File: src/rtl/msg_tx_pkg.sv
package msg_tx_pkg;

  typedef enum logic [3:0] {
    ST_IDLE  = 4'd0,
    ST_START = 4'd1,
    ST_D0    = 4'd2,
    ST_D1    = 4'd3,
    ST_D2    = 4'd4,
    ST_D3    = 4'd5,
    ST_D4    = 4'd6,
    ST_D5    = 4'd7,
    ST_D6    = 4'd8,
    ST_D7    = 4'd9,
    ST_STOP  = 4'd10
  } tx_state_t;

  // System clocks spent in one serial bit.
  function automatic int unsigned clocks_per_bit(int unsigned clk_hz, int unsigned baud);
    return clk_hz / baud;
  endfunction

  // Width of a counter that must hold the values 0 .. n-1.
  function automatic int unsigned index_bits(int unsigned n);
    return (n < 2) ? 1 : $clog2(n);
  endfunction

  // True for the eight data-bit states.
  function automatic logic is_data_state(tx_state_t s);
    return (s >= ST_D0) && (s <= ST_D7);
  endfunction

endpackage

File: src/rtl/baud_tick_gen.sv
module baud_tick_gen #(
  parameter int unsigned DIV = 5208
) (
  input  logic clk,
  input  logic rst,
  input  logic run,
  output logic tick
);
  import msg_tx_pkg::*;

  localparam int unsigned CW = index_bits(DIV);
  localparam logic [CW-1:0] LAST = CW'(DIV - 1);

  logic [CW-1:0] cnt;

  always_ff @(posedge clk) begin
    if (rst || !run) begin
      cnt <= '0;
    end else if (cnt == LAST) begin
      cnt <= '0;
    end else begin
      cnt <= cnt + 1'b1;
    end
  end

  assign tick = run && (cnt == LAST);

  assert_cnt_range_R3: assert property (@(posedge clk) disable iff (rst)
    cnt <= LAST);

  assert_tick_spacing_R3: assert property (@(posedge clk) disable iff (rst)
    tick |=> !tick);

endmodule

File: src/rtl/char_store.sv
module char_store #(
  parameter int unsigned MSG_LEN = 12,
  parameter logic [8*MSG_LEN-1:0] MSG = "Hello World!"
) (
  input  logic       clk,
  input  logic       rst,
  input  logic       advance,
  output logic [7:0] char_out
);
  import msg_tx_pkg::*;

  localparam int unsigned PW = index_bits(MSG_LEN);
  localparam logic [PW-1:0] LAST_IDX = PW'(MSG_LEN - 1);

  logic [PW-1:0] ptr;

  always_ff @(posedge clk) begin
    if (rst) begin
      ptr <= '0;
    end else if (advance) begin
      ptr <= (ptr == LAST_IDX) ? '0 : ptr + 1'b1;
    end
  end

  // The first character of a string literal sits in the top byte.
  assign char_out = MSG[8*(MSG_LEN - 1 - int'(ptr)) +: 8];

  assert_ptr_range_R6: assert property (@(posedge clk) disable iff (rst)
    ptr <= LAST_IDX);

  assert_ptr_wrap_R6: assert property (@(posedge clk) disable iff (rst)
    (advance && ptr == LAST_IDX) |=> ptr == '0);

endmodule

File: src/rtl/frame_ctrl.sv
module frame_ctrl
  import msg_tx_pkg::*;
(
  input  logic       clk,
  input  logic       rst,
  input  logic       en,
  input  logic       tick,
  input  logic [7:0] char_in,
  output tx_state_t  state,
  output logic       frame_done,
  output logic       txd
);

  tx_state_t  nxt;
  logic [7:0] shreg;

  always_comb begin
    nxt = state;
    unique case (state)
      ST_IDLE:  if (en)   nxt = ST_START;
      ST_START: if (tick) nxt = ST_D0;
      ST_D7:    if (tick) nxt = ST_STOP;
      ST_STOP:  if (tick) nxt = en ? ST_START : ST_IDLE;
      default:  if (tick) nxt = tx_state_t'(state + 4'd1);
    endcase
  end

  always_ff @(posedge clk) begin
    if (rst) begin
      state <= ST_IDLE;
      shreg <= '0;
    end else begin
      state <= nxt;
      if (state == ST_START && tick) begin
        shreg <= char_in;
      end else if (is_data_state(state) && tick) begin
        shreg <= {1'b0, shreg[7:1]};
      end
    end
  end

  assign frame_done = (state == ST_STOP) && tick;

  always_comb begin
    if (state == ST_START)          txd = 1'b0;
    else if (is_data_state(state))  txd = shreg[0];
    else                            txd = 1'b1;
  end

  assert_hold_between_ticks_R4: assert property (@(posedge clk) disable iff (rst)
    (state != ST_IDLE && !tick) |=> $stable(state));

  assert_idle_launch_R10: assert property (@(posedge clk) disable iff (rst)
    (state == ST_IDLE && en) |=> state == ST_START);

  assert_chain_next_R7: assert property (@(posedge clk) disable iff (rst)
    (frame_done && en) |=> state == ST_START);

  assert_finish_then_rest_R8: assert property (@(posedge clk) disable iff (rst)
    (frame_done && !en) |=> state == ST_IDLE);

  assert_stop_from_d7_R4: assert property (@(posedge clk) disable iff (rst)
    $changed(state) && state == ST_STOP |-> $past(state) == ST_D7);

endmodule

File: src/rtl/msg_uart_tx.sv
module msg_uart_tx #(
  parameter int unsigned CLK_HZ  = 50_000_000,
  parameter int unsigned BAUD    = 9600,
  parameter int unsigned MSG_LEN = 12,
  parameter logic [8*MSG_LEN-1:0] MSG = "Hello World!"
) (
  input  logic clk,
  input  logic rst,
  input  logic en,
  output logic txd
);
  import msg_tx_pkg::*;

  localparam int unsigned DIV = clocks_per_bit(CLK_HZ, BAUD);

  tx_state_t  state;
  logic       baud_tick;
  logic       frame_done;
  logic       running;
  logic [7:0] cur_char;

  assign running = (state != ST_IDLE);

  baud_tick_gen #(.DIV(DIV)) u_tick (
    .clk  (clk),
    .rst  (rst),
    .run  (running),
    .tick (baud_tick)
  );

  char_store #(.MSG_LEN(MSG_LEN), .MSG(MSG)) u_store (
    .clk      (clk),
    .rst      (rst),
    .advance  (frame_done),
    .char_out (cur_char)
  );

  frame_ctrl u_ctrl (
    .clk        (clk),
    .rst        (rst),
    .en         (en),
    .tick       (baud_tick),
    .char_in    (cur_char),
    .state      (state),
    .frame_done (frame_done),
    .txd        (txd)
  );

  assert_quiet_when_idle_R1: assert property (@(posedge clk) disable iff (rst)
    (!en && !running) |=> txd);

endmodule

File: config.mk
export PLATFORM = sky130hd
export DESIGN_NAME = msg_uart_tx
export DESIGN_NICKNAME = d
export VERILOG_FILES = /design/src/rtl/msg_tx_pkg.sv /design/src/rtl/baud_tick_gen.sv /design/src/rtl/char_store.sv /design/src/rtl/frame_ctrl.sv /design/src/rtl/msg_uart_tx.sv
export SDC_FILE = /design/constraint.sdc
export NUM_CORES = 1
export LEC_CHECK = 0
export ABC_AREA = 1
export BUFFER_PORTS_ARGS = -buffer_cell sky130_fd_sc_hd__buf_2
export CAP_MARGIN = 20
export CORE_ASPECT_RATIO = 0.6
export CORE_UTILIZATION = 40
export DETAILED_ROUTE_END_ITERATION = 8
export SETUP_SLACK_MARGIN = 0.02
export SLEW_MARGIN = 10
export SYNTH_ARGS = -nofsm -noshare
export SYNTH_HDL_FRONTEND = slang
export SYNTH_HIERARCHICAL = 1
export SYNTH_SLANG_ARGS = --single-unit
export TNS_END_PERCENT = 30
File: constraint.sdc
create_clock -name clk -period 3.6 [get_ports clk]
set_input_delay 0.72 -clock clk [delete_from_list [all_inputs] [get_ports clk]]
set_output_delay 0.72 -clock clk [all_outputs]
set_load 0.01 [all_outputs]
**Word-level counts from Yosys, hierarchy flattened**

Cells that the tools add are included.

- Flip-flop bits (word level): 29
- Word-level logic and storage cells: 45
- Bits of input ports: 3
- Output and inout bits: 1

- Shift operators: 1
- Order comparisons: 2
- Reduce and logical (&&, ||, !) cells: 13
- Equality and inequality tests: 9
- Add/sub/neg operators: 4
- Muxes and demuxes: 12

Operator list:

| operator | number |
|---|---|
| $shiftx A96 B33 Y8 const A | 1 |
| $mux W4 | 6 |
| $mux W8 | 2 |
| $pmux W4 S4 | 1 |
| $add A13 B1 Y13 const B | 1 |
| $eq A13 B13 Y1 const B | 1 |
| $eq A4 B4 Y1 const B | 3 |
| $add A4 B1 Y4 const B | 2 |
| $ne A2 B1 Y1 const B | 3 |
| $logic_and A1 B1 Y1 | 5 |
| $reduce_and A5 Y1 | 1 |
| $sub A4 B4 Y5 const A | 1 |
| $eq A4 B1 Y1 const B | 1 |
| $ge A4 B2 Y1 const B | 1 |
| $le A4 B4 Y1 const B | 1 |
| $logic_not A4 Y1 | 1 |
| $reduce_bool A2 Y1 | 2 |
| $reduce_bool A4 Y1 | 1 |
| $mux W1 | 3 |
| $ne A2 B2 Y1 const B | 1 |
| $reduce_or A2 Y1 | 1 |
| $logic_not A1 Y1 | 1 |
| $logic_or A1 B1 Y1 | 1 |

**Depth between registers and ports, before layout**

Gate-level depths: netlist of run 1.

- Depth in word-level cells: 5
- Mapped depth: 14
- Depth with buffers taken out: 14

**By module**

The synthesis of run 1 kept the hierarchy.

By module, submodules not included:

| module | area each (um2) | cells each | times used |
|---|---|---|---|
| frame_ctrl | 870.8 | 142 | 1 |
| baud_tick_gen | 693.2 | 95 | 1 |
| char_store | 390.4 | 62 | 1 |
| msg_uart_tx | 11.3 | 3 | 1 |

**Worst setup path after synthesis of run 1**

No wires, ideal clock.

- Kind: register to output
- Start: register u_ctrl.state[1]
- End: output txd
- Arrival: 1.199 ns
- Stages on the path, launching flop included: 7
- Setup slack: 1.681 ns
- Path buffers: 1
- Cell sequence: dfxtp_1 > inv_1 > ha_1 > buf_2 > nand2_1 > o21ai_0 > inv_1

- Longest elaborated chain between the ends: 4
- Elaborated cells between the ends (all ways): 6
- Those cells by class: order compare (2); eq/ne (1); mux (2); reduce/logical (1)

RTL lines:

| what | RTL line | text |
|---|---|---|
| from (decl) | frame_ctrl.sv:9 | `output tx_state_t state,` |
| from (signal assigned) | frame_ctrl.sv:33 | `state <= nxt;` |
| $ge A4 B2 Y1 or $le A4 B4 Y1 (tied branches) | msg_tx_pkg.sv:29 | `return (s >= ST_D0) && (s <= ST_D7);` |
| $logic_and A1 B1 Y1 | msg_tx_pkg.sv:29 |  |
| $mux W1 | frame_ctrl.sv:46 | `else if (is_data_state(state)) txd = shreg[0];` |
| $mux W1 (*) | frame_ctrl.sv:45 | `if (state == ST_START) txd = 1'b0;` |
| to (decl) | msg_uart_tx.sv:10 | `output logic txd` |

Every way passes the cells marked *; elsewhere a longest branch is shown, timed or not.

**Final worst setup path of run 1**

Same ends and word-level chain as after synthesis.

==> metrics.txt, run 1 <==
clk buf depth 2; Initial DRT Pass Iterations 5; CP Data Required Time between 2 and 3 ns; Final Hold Fails 0; Synth Flop Type dfxtp_1; Post-DP Area 1980 um2; # diodes 0; crit share post-route about 73%; H-tree depth 2; drt total wl 3990 um; antenna viol nets, final 0; largest net degree at the start of global routing 14; Leakage Power 0.000818 uW; Layout area overhead 4.97%; status completed; cell accounting for the most synthesized area dfxtp_1; fin. max-slew vios 0; Sink Count 29; DIE WIDTH between 90 and 100 um; DRC 0; setup repair bufs after CTS 0; share of the synthesized area in the top cell type about 30%; share of cells above drive strength 1 a little under an eighth; Max Fclk between 300 and 400 MHz; pre-CTS WS 1.17 ns; crit path max fanout 13; Tmin final between 2 and 3 ns; post-synthesis sequential area ratio between 20% and 30%; die area between 5000 and 6000 um2; Seq cells post-synth 29; synth warn 6; total gr overflow 0; number of flops mapped to enable cells by yosys 0; cts hold-fix bufs 0; DRT iter0 DRCs around 150; actual slew at the worst max-slew pin 0.741 ns; worst skew pair latency about 0.27 ns; Finished Layout Cells between 300 and 400; Synth Area per Inst between 6 and 7 um2; CTS Buf Count 5; number of buffers added on ports 3; Post-Syn Instances between 300 and 400; worst hold slack 0.475 ns; CP Capture Type output pin; Synth area leaders dfxtp_1, nand2_1, nor2_1; vias per cell 4.79; core area 4640 um2; Final #Nets 316; Max VDD drop between 0.3 and 0.4 mV; die height around 56 um; first-pass GRT wire length 6980 um; total negative slack 0 ns; via count approximately 1,800; Initial Util ~42%; Startpoint Class register; Synth Cell Area 1970 um2; DP Wirelength ~3100 um; Worst Hold Class register to register; Max-Cap Viols 0; vias in the first global route about 1,500; Finished Cell Area around 2100 um2; Async SR Flop Fraction 0%; # setup viols final 0; drt wl/cell about 11 um; worst clock skew 0.00287 ns; Rel. slew slack 50.4%; WP data arrival roughly 1.9 ns; CTS tree built; Root Driver clkbuf_8; Post-synth top cells nand2_1, nor2_1, inv_1; syn nets 314; Unique masters post-synth 30; Worst-path clk slew around 0.06 ns; initial antenna violation count 0; Placer Congestion around 0.86; Final WS setup 0.981 ns; count leader, synth nand2_1; Cell Pwr Density approximately 510 nW/um2; cts repair resizes 0; FP Rows 19; Placed Cells 360; GRT Overall Usage between 10% and 20%; IO Count 4; RSZ-0062 raised after global routing false; Crit Path Class register to output pin
-- flip-flops by register name, indices dropped and copies added (netlist names) --
name and flops:
u_ctrl/state 4, u_ctrl/shreg 8, u_store/ptr 4, u_tick/cnt 13
-- critical path: stages (launching register included) --
cell	delay [ns]
dfxtp_1	0.37
inv_1	0.12
ha_1	0.47
o21ai_0	0.17
nand2_1	0.11
nand2_1	0.05
o21ai_0	0.14
inv_1	0.06
buf_2	0.14
-- through the flow --
stage	util (%)	total power, uW
3_3_place_gp	42.7	798
6_report	44.5	1050
3_5_place_dp	42.7	797
5_1_grt	44.5	1160
2_1_floorplan	-	745
4_1_cts	44.5	1060
-- kinds of logic (layout without fill, tap and decap cells) --
kind of cell / count (synthesis) / after routing / share of synthesized area, %
adder cells (fa/ha/maj): 9 / 9 / 5.73
buffers and inverters: 47 / 50 / 11.5
XOR/XNOR: 8 / 8 / 3.56
other: 1 / 1 / 0.191
AND/OR/NAND/NOR: 179 / 179 / 41.0
flip-flops: 29 / 29 / 29.5
AO/OA/AOI/OAI: 29 / 29 / 8.53
-- area by class of cell --
cell class / instances / area [um2]
Multi-Input combinational cell: 226 / 1160
Clock inverter: 2 / 10.0
Inverter: 39 / 146
Timing Repair Buffer: 3 / 15.0
Fill cell: 493 / 2570
Sequential cell: 29 / 581
Clock buffer: 6 / 72.6
Tap cell: 63 / 78.8
-- worst paths after layout --
path	to	slack [ns]	from	cells past startpoint
worst max register to register	u_store/ptr[3]	1.15	u_tick/cnt[0]	10
worst max-delay path	txd	0.98	u_ctrl/state[1]	8
worst min-delay path	u_tick/cnt[0]	0.48	u_tick/cnt[0]	1
worst min register to register	u_tick/cnt[0]	0.48	u_tick/cnt[0]	1
-- layout by cell type, fill, tap and decap left out, drive strengths merged --
cell type,instances
nor2,54
o21ai,12
dfxtp,29
ha,9
nand3,23
clkinv,3
nor3,3
conb,1
inv,38
a21oi,13
clkbuf,6
a31oi,2
nand4,13
o21bai,2
buf,3
xor2,6
nand2,85
xnor2,2
nor3b,1
-- layer usage --
metal	global-route usage, %	vias up	part of all wire (%)
li1	-	956	-
met1	28.7	754	58
met2	20.0	49	34
met3	5.96	2	8.1
met4	4.02	0	0.38
met5	0	-	0
-- power by group --
group	switching (uW)	internal, uW	leakage [uW]
Clock	121	134	0.0000450
Combinational	286	131	0.000539
Sequential	32.6	346	0.000234
Total	440	611	0.000818
(Power assumes the default switching activity.)
==> run 2, diff against run 1 <==
==> constraint.sdc (replaced) <==
create_clock -name clk -period 2.5 [get_ports clk]
set_input_delay 0.5 -clock clk [delete_from_list [all_inputs] [get_ports clk]]
set_output_delay 0.5 -clock clk [all_outputs]
set_load 0.01 [all_outputs]
==> run 2 against run 1 <==
Net effect: register-to-register slack worse by 0.62 ns; die area unchanged; core utilization up 0.49 points; power grew 46%; sequential share of layout area fell by 0.30 points; combinational power increased by 47%; non-clock buffer count is 3 higher; clock power is 48% higher; sequential power increased by 45%; final cell count increased by 0.82%; flip-flop and latch count unchanged; critical endpoint unchanged.
==> metrics.txt, run 2 (same netlist as run 1, synthesis figures left out) <==
DP Wirelength ~3100 um; FF-to-FF path depth 11; Cell Pwr Density around 740 nW/um2; FP Rows 19; FF-to-FF Start u_tick/cnt[0]; drt total wl a little over 4000 um; antenna viol nets, final 0; Max VDD drop 0.536 mV; Leakage Power between 0.0008 and 0.0009 uW; Final #Nets about 320; number of fill cells 490; cts hold-fix bufs 0; Tmin final 2.30 ns; Placer Congestion ~0.89; crit path max fanout 9; IO Count 4; area of the multi-input gates approximately 1200 um2; Initial Util 42.4%; vias in the first global route 1,440; Largest Register u_tick/cnt; drt wl/cell ~11 um; # diodes 0; WP data arrival ~1.8 ns; register-to-register setup slack between 0.5 and 0.6 ns; Root Driver clkbuf_8; # setup viols final 0; clk buf depth 2; Worst-path clk slew roughly 0.060 ns; CP Data Required Time around 2 ns; Worst Hold Class register to register; total gr overflow 0; Initial DRT Pass Iterations 4; Crit Path Class register to output pin; CTS tree built; Min-Delay Path Depth 1; DIE WIDTH a little over 90 um; critical path cell sequence inv_1, ha_1, buf_4, nand2_1, o21ai_0, inv_1, buf_2; flip-flop count of the largest register after layout 13; Post-DP Area about 2000 um2; via count roughly 1,800; Startpoint Class register; CP startpoint u_ctrl/state[1]; initial antenna violation count 0; CP max stage delay ~0.46 ns; RSZ-0062 raised after global routing false; number of buffers added on ports 3; Finished Cell Area around 2100 um2; H-tree depth 2; share of cells above drive strength 1 roughly an eighth; fin. max-slew vios 0; status completed; die height between 50 and 60 um; Largest regs u_tick/cnt: 13 flops, u_ctrl/shreg: 8 flops; leading cell type in the layout, fill and taps excluded nand2_1; setup repair bufs after CTS 0; critical path's slowest cell dfxtp_1; Max-Cap Viols 0; CP dominant cell by count inv_1; most frequent cells in the layout nand2_1, nor2_1, inv_1; die area about 5200 um2; GRT Overall Usage 17.4%; Final Hold Fails 0; Max Fclk around 430 MHz; met1 usage 27.8%; met2 Resource Use GR between 20% and 30%; core area 4640 um2; first-pass GRT wire length around 6900 um; largest net degree at the start of global routing 13; cts repair resizes 0; worst skew pair latency about 0.28 ns; total negative slack 0 ns; DRT iter0 DRCs approximately 140; CTS Buf Count 5; worst clock skew 0.00878 ns; min-delay src u_tick/cnt[0]; Seq. cell area between 500 and 600 um2; met3 Use GR under 10%; Layout area overhead 6.11%; CP Capture Type output pin; Sink Count 29; vias per cell 4.79; crit share post-route between 90% and 100%; Most Crowded Layer GR met1; DRC 0
[run 2: cell types whose count changed in the layout (fill, tap and decap cells not counted), sizes merged]
cell	before	now
buf	3	6
[run 2: per-layer routing]
layer / part of all wire (%) / up-vias
met1: 58 / 767
met2: 36 / 36
met3: 5.6 / 7
met4: 1.1 / 0
li1: - / 966
met5: 0 / -
[run 2: per-stage QoR]
stage          std cells  hold WS [ns]  power (uW)  utilization [%]  setup WS, ns
6_report             371         0.468        1540             45.0         0.200
5_1_grt              371         0.466        1680             45.0        0.0353
4_1_cts              371         0.464        1560             45.0         0.197
3_5_place_dp         363         0.455        1170             43.2         0.523
3_3_place_gp         363         0.455        1160             43.2         0.514
2_1_floorplan        302         0.439        1070                -         0.641
[run 2: critical path, delay by kind of cell, from the launching register on]
family / cells / cell delay [ns]
fa+ha+maj: 1 / 0.25
buf+inv: 4 / 0.49
compound gates: 1 / 0.14
flops: 1 / 0.46
simple gates: 1 / 0.18
[run 2: cell type report]
cell class              instances  area share, %
flip-flops and latches         29           27.8
multi-input cells             226           55.6
well taps                      63           3.78
clock inverters                 2          0.480
clock buffers                   6           3.48
inverters                      39           7.02
repair buffers                  6           1.80
[run 2: path summary, 6_finish.rpt]
kind                          end
setup reg to reg  u_ctrl/shreg[3]
setup / recovery              txd
hold / removal      u_tick/cnt[0]
hold reg to reg     u_tick/cnt[0]
[run 2: power breakdown]
group	switching (uW)	internal [uW]
sequential	49.1	499
combinational	409	203
clock	184	192
==> run 3, diff against run 2 <==
--- a/config.mk
+++ b/config.mk
@@ -15,6 +15,5 @@
 export SLEW_MARGIN = 10
 export SYNTH_ARGS = -nofsm -noshare
 export SYNTH_HDL_FRONTEND = slang
-export SYNTH_HIERARCHICAL = 1
 export SYNTH_SLANG_ARGS = --single-unit
 export TNS_END_PERCENT = 30
==> run 3 against run 2 <==
Net effect: die area decreased by 1.6%; synthesized cell count decreased by 3.3%; clock-buffer cell count decreased by 3; area after synthesis decreased by 1.6%; combinational power decreased by 12%; routed wire length increased by 0.12%; final cell count decreased by 3.5%; worst hold slack got worse by 0.048 ns; clock skew decreased by 0.0056 ns; flip-flop and latch count decreased by 1; cell area decreased by 1.5%; power decreased by 15%; critical path type unchanged; critical endpoint unchanged.
==> metrics.txt, run 3 <==
status completed; worst skew pair latency 0.27 ns; clk buf depth 2; Seq cells post-synth 28; share of the synthesized area in the top cell type a little under 30%; Switching Fraction a little over two fifths; Layout area overhead 6.21%; Tmin final 2.22 ns; cell accounting for the most synthesized area dfxtp_1; CP Data Required Time ~2.0 ns; count leader, synth nand2_1; total negative slack 0 ns; number of flops mapped to enable cells by yosys 0; actual slew at the worst max-slew pin between 0.3 and 0.4 ns; Post-DP Area between 2000 and 2500 um2; P_sw 549 uW; crit path max fanout 5; register-to-register setup slack 0.64 ns; Synth Flop Type dfxtp_1; Clock power frac between 10% and 20%; CP Capture Type output pin; flip-flop count of the largest register after layout 13; Worst Hold Path EP u_store.ptr[2]; Initial Util between 40% and 50%; H-tree depth 1; fin. max-slew vios 0; Max Fclk ~450 MHz; Synth Area per Inst around 6.6 um2; fin util between 40% and 50%; die height roughly 56 um; worst hold slack between 0.4 and 0.5 ns; initial antenna violation count 0; largest net degree at the start of global routing 15; Root Driver clkbuf_8; Finished Layout Cells roughly 360; Placed Cells about 360; # diodes 0; Finished Cell Area 2050 um2; number of buffers added on ports 3; Max VDD drop about 0.38 mV; CP max stage delay around 0.36 ns; worst clock skew about 0.0031 ns; DRC 0; WP data arrival between 1.5 and 2 ns; GRT Overall Usage approximately 17%; Largest regs u_tick.cnt: 13 flops, u_ctrl.shreg: 7 flops; critical path's top delay family flip-flops; critical path's slowest cell dfxtp_1; FF-to-FF Start u_store.ptr[2]; share of cells above drive strength 1 around 15%; Final #Nets 308; Synth area leaders dfxtp_1, nand2_1, nand3_1; post-synthesis sequential area ratio approximately 29%; Min-Delay Path Depth 2; Largest Register u_tick.cnt; leading cell type in the layout, fill and taps excluded nand2_1; Post-Syn Instances slightly below 300; cts hold-fix bufs 0; CP startpoint u_ctrl.state[1]; cts repair resizes 0; vias per cell between 4 and 5; most frequent cells in the layout nand2_1, inv_1, nor2_1; drt total wl about 4100 um; core area 4610 um2; Initial DRT Pass Iterations 4; Logic pwr share between 40 and 50%; antenna viol nets, final 0; crit share post-route 89.0%; Internal 754 uW; Cell Pwr Density between 600 and 700 nW/um2; first-pass GRT wire length between 6000 and 7000 um; Final Hold Fails 0; CTS Buf Count 3; # setup viols final 0; Unique masters post-synth 37; Async SR Flop Fraction 0%; RSZ-0062 raised after global routing false; Leakage Power 0.000871 uW; part of the power in registers between 30 and 40%; CP bufs+invs 3; Worst-path clk slew ~0.09 ns; vias in the first global route 1,466; Rel. slew slack 75.0%; setup repair bufs after CTS 0; DIE WIDTH slightly above 90 um; R2R Path End u_ctrl.shreg[3]; Post-synth top cells nand2_1, inv_1, nor2_1; Crit Path Class register to output pin; min-delay src rst; Max-Cap Viols 0; critical path cell sequence inv_1, ha_1, o21ai_0, nand2_1, nand2_1, o21ai_0, inv_1, buf_2; CTS tree built; IO Count 4; DRT iter0 DRCs 107; DP Wirelength 3230 um; die area roughly 5100 um2; Startpoint Class register; synth warn 0; syn nets 303; Sink Count 28; FF-to-FF path depth 7; Synth Cell Area between 1500 and 2000 um2; drt wl/cell 11.3 um; Worst Hold Class input pin to register; via count 1,782; total gr overflow 0; FP Rows 19; Placer Congestion 0.851
## run 3: cell types whose count changed after synthesis, sizes merged, moves of 4 or more
cell / delta
nor3: +6
buf: -6
nor2: -17
inv: +4
xor2: -4
nand3: +10
nand2: -4
a21oi: +8
nand4: -10
## run 3: cell type report
type | instances | area [um2]
inverters | 44 | 173
well taps | 63 | 78.8
clock buffers | 3 | 41.3
flip-flops and latches | 28 | 561
multi-input cells | 216 | 1180
repair buffers | 4 | 22.5
fillers | 481 | 2560
## run 3: routing by layer
metal	share of wire, %	routed length (um)	GRT usage, %	vias up
met4	0.59	24	4.46	0
li1	-	-	-	946
met1	58	2350	27.1	790
met3	4.2	172	3.69	4
met2	37	1500	20.7	42
met5	0	0	0	-
## run 3: cells by family (layout without fill, tap and decap cells)
group	after synthesis	after routing	synth area share, %
adder cells (fa/ha/maj)	8	8	5.17
AO/OA/AOI/OAI	36	36	10.6
flip-flops	28	28	29.0
XOR/XNOR	4	4	1.81
buffers and inverters	48	51	10.1
AND/OR/NAND/NOR	168	168	43.3
## run 3: stage by stage
stage	worst slack (ns)	total power, uW
4_1_cts	0.278	1320
6_report	0.275	1300
5_1_grt	0.111	1410
3_5_place_dp	0.602	1070
2_1_floorplan	0.849	959
3_3_place_gp	0.624	1070
## run 3: worst max-delay path by stage
stage / to / cells after the start / slack, ns
2_1_floorplan: txd / 7 / 0.85
3_5_place_dp: txd / 8 / 0.60
6_report: txd / 8 / 0.28
4_1_cts: txd / 8 / 0.28
5_1_grt: txd / 8 / 0.11
3_3_place_gp: txd / 8 / 0.62
## run 3: power by group through the flow
stage	Sequential, uW	Combinational [uW]	Clock [uW]
finish	518	539	246
global route	524	609	281
CTS	517	538	263
detailed placement	528	538	0
global placement	526	548	0
floorplan	518	441	0
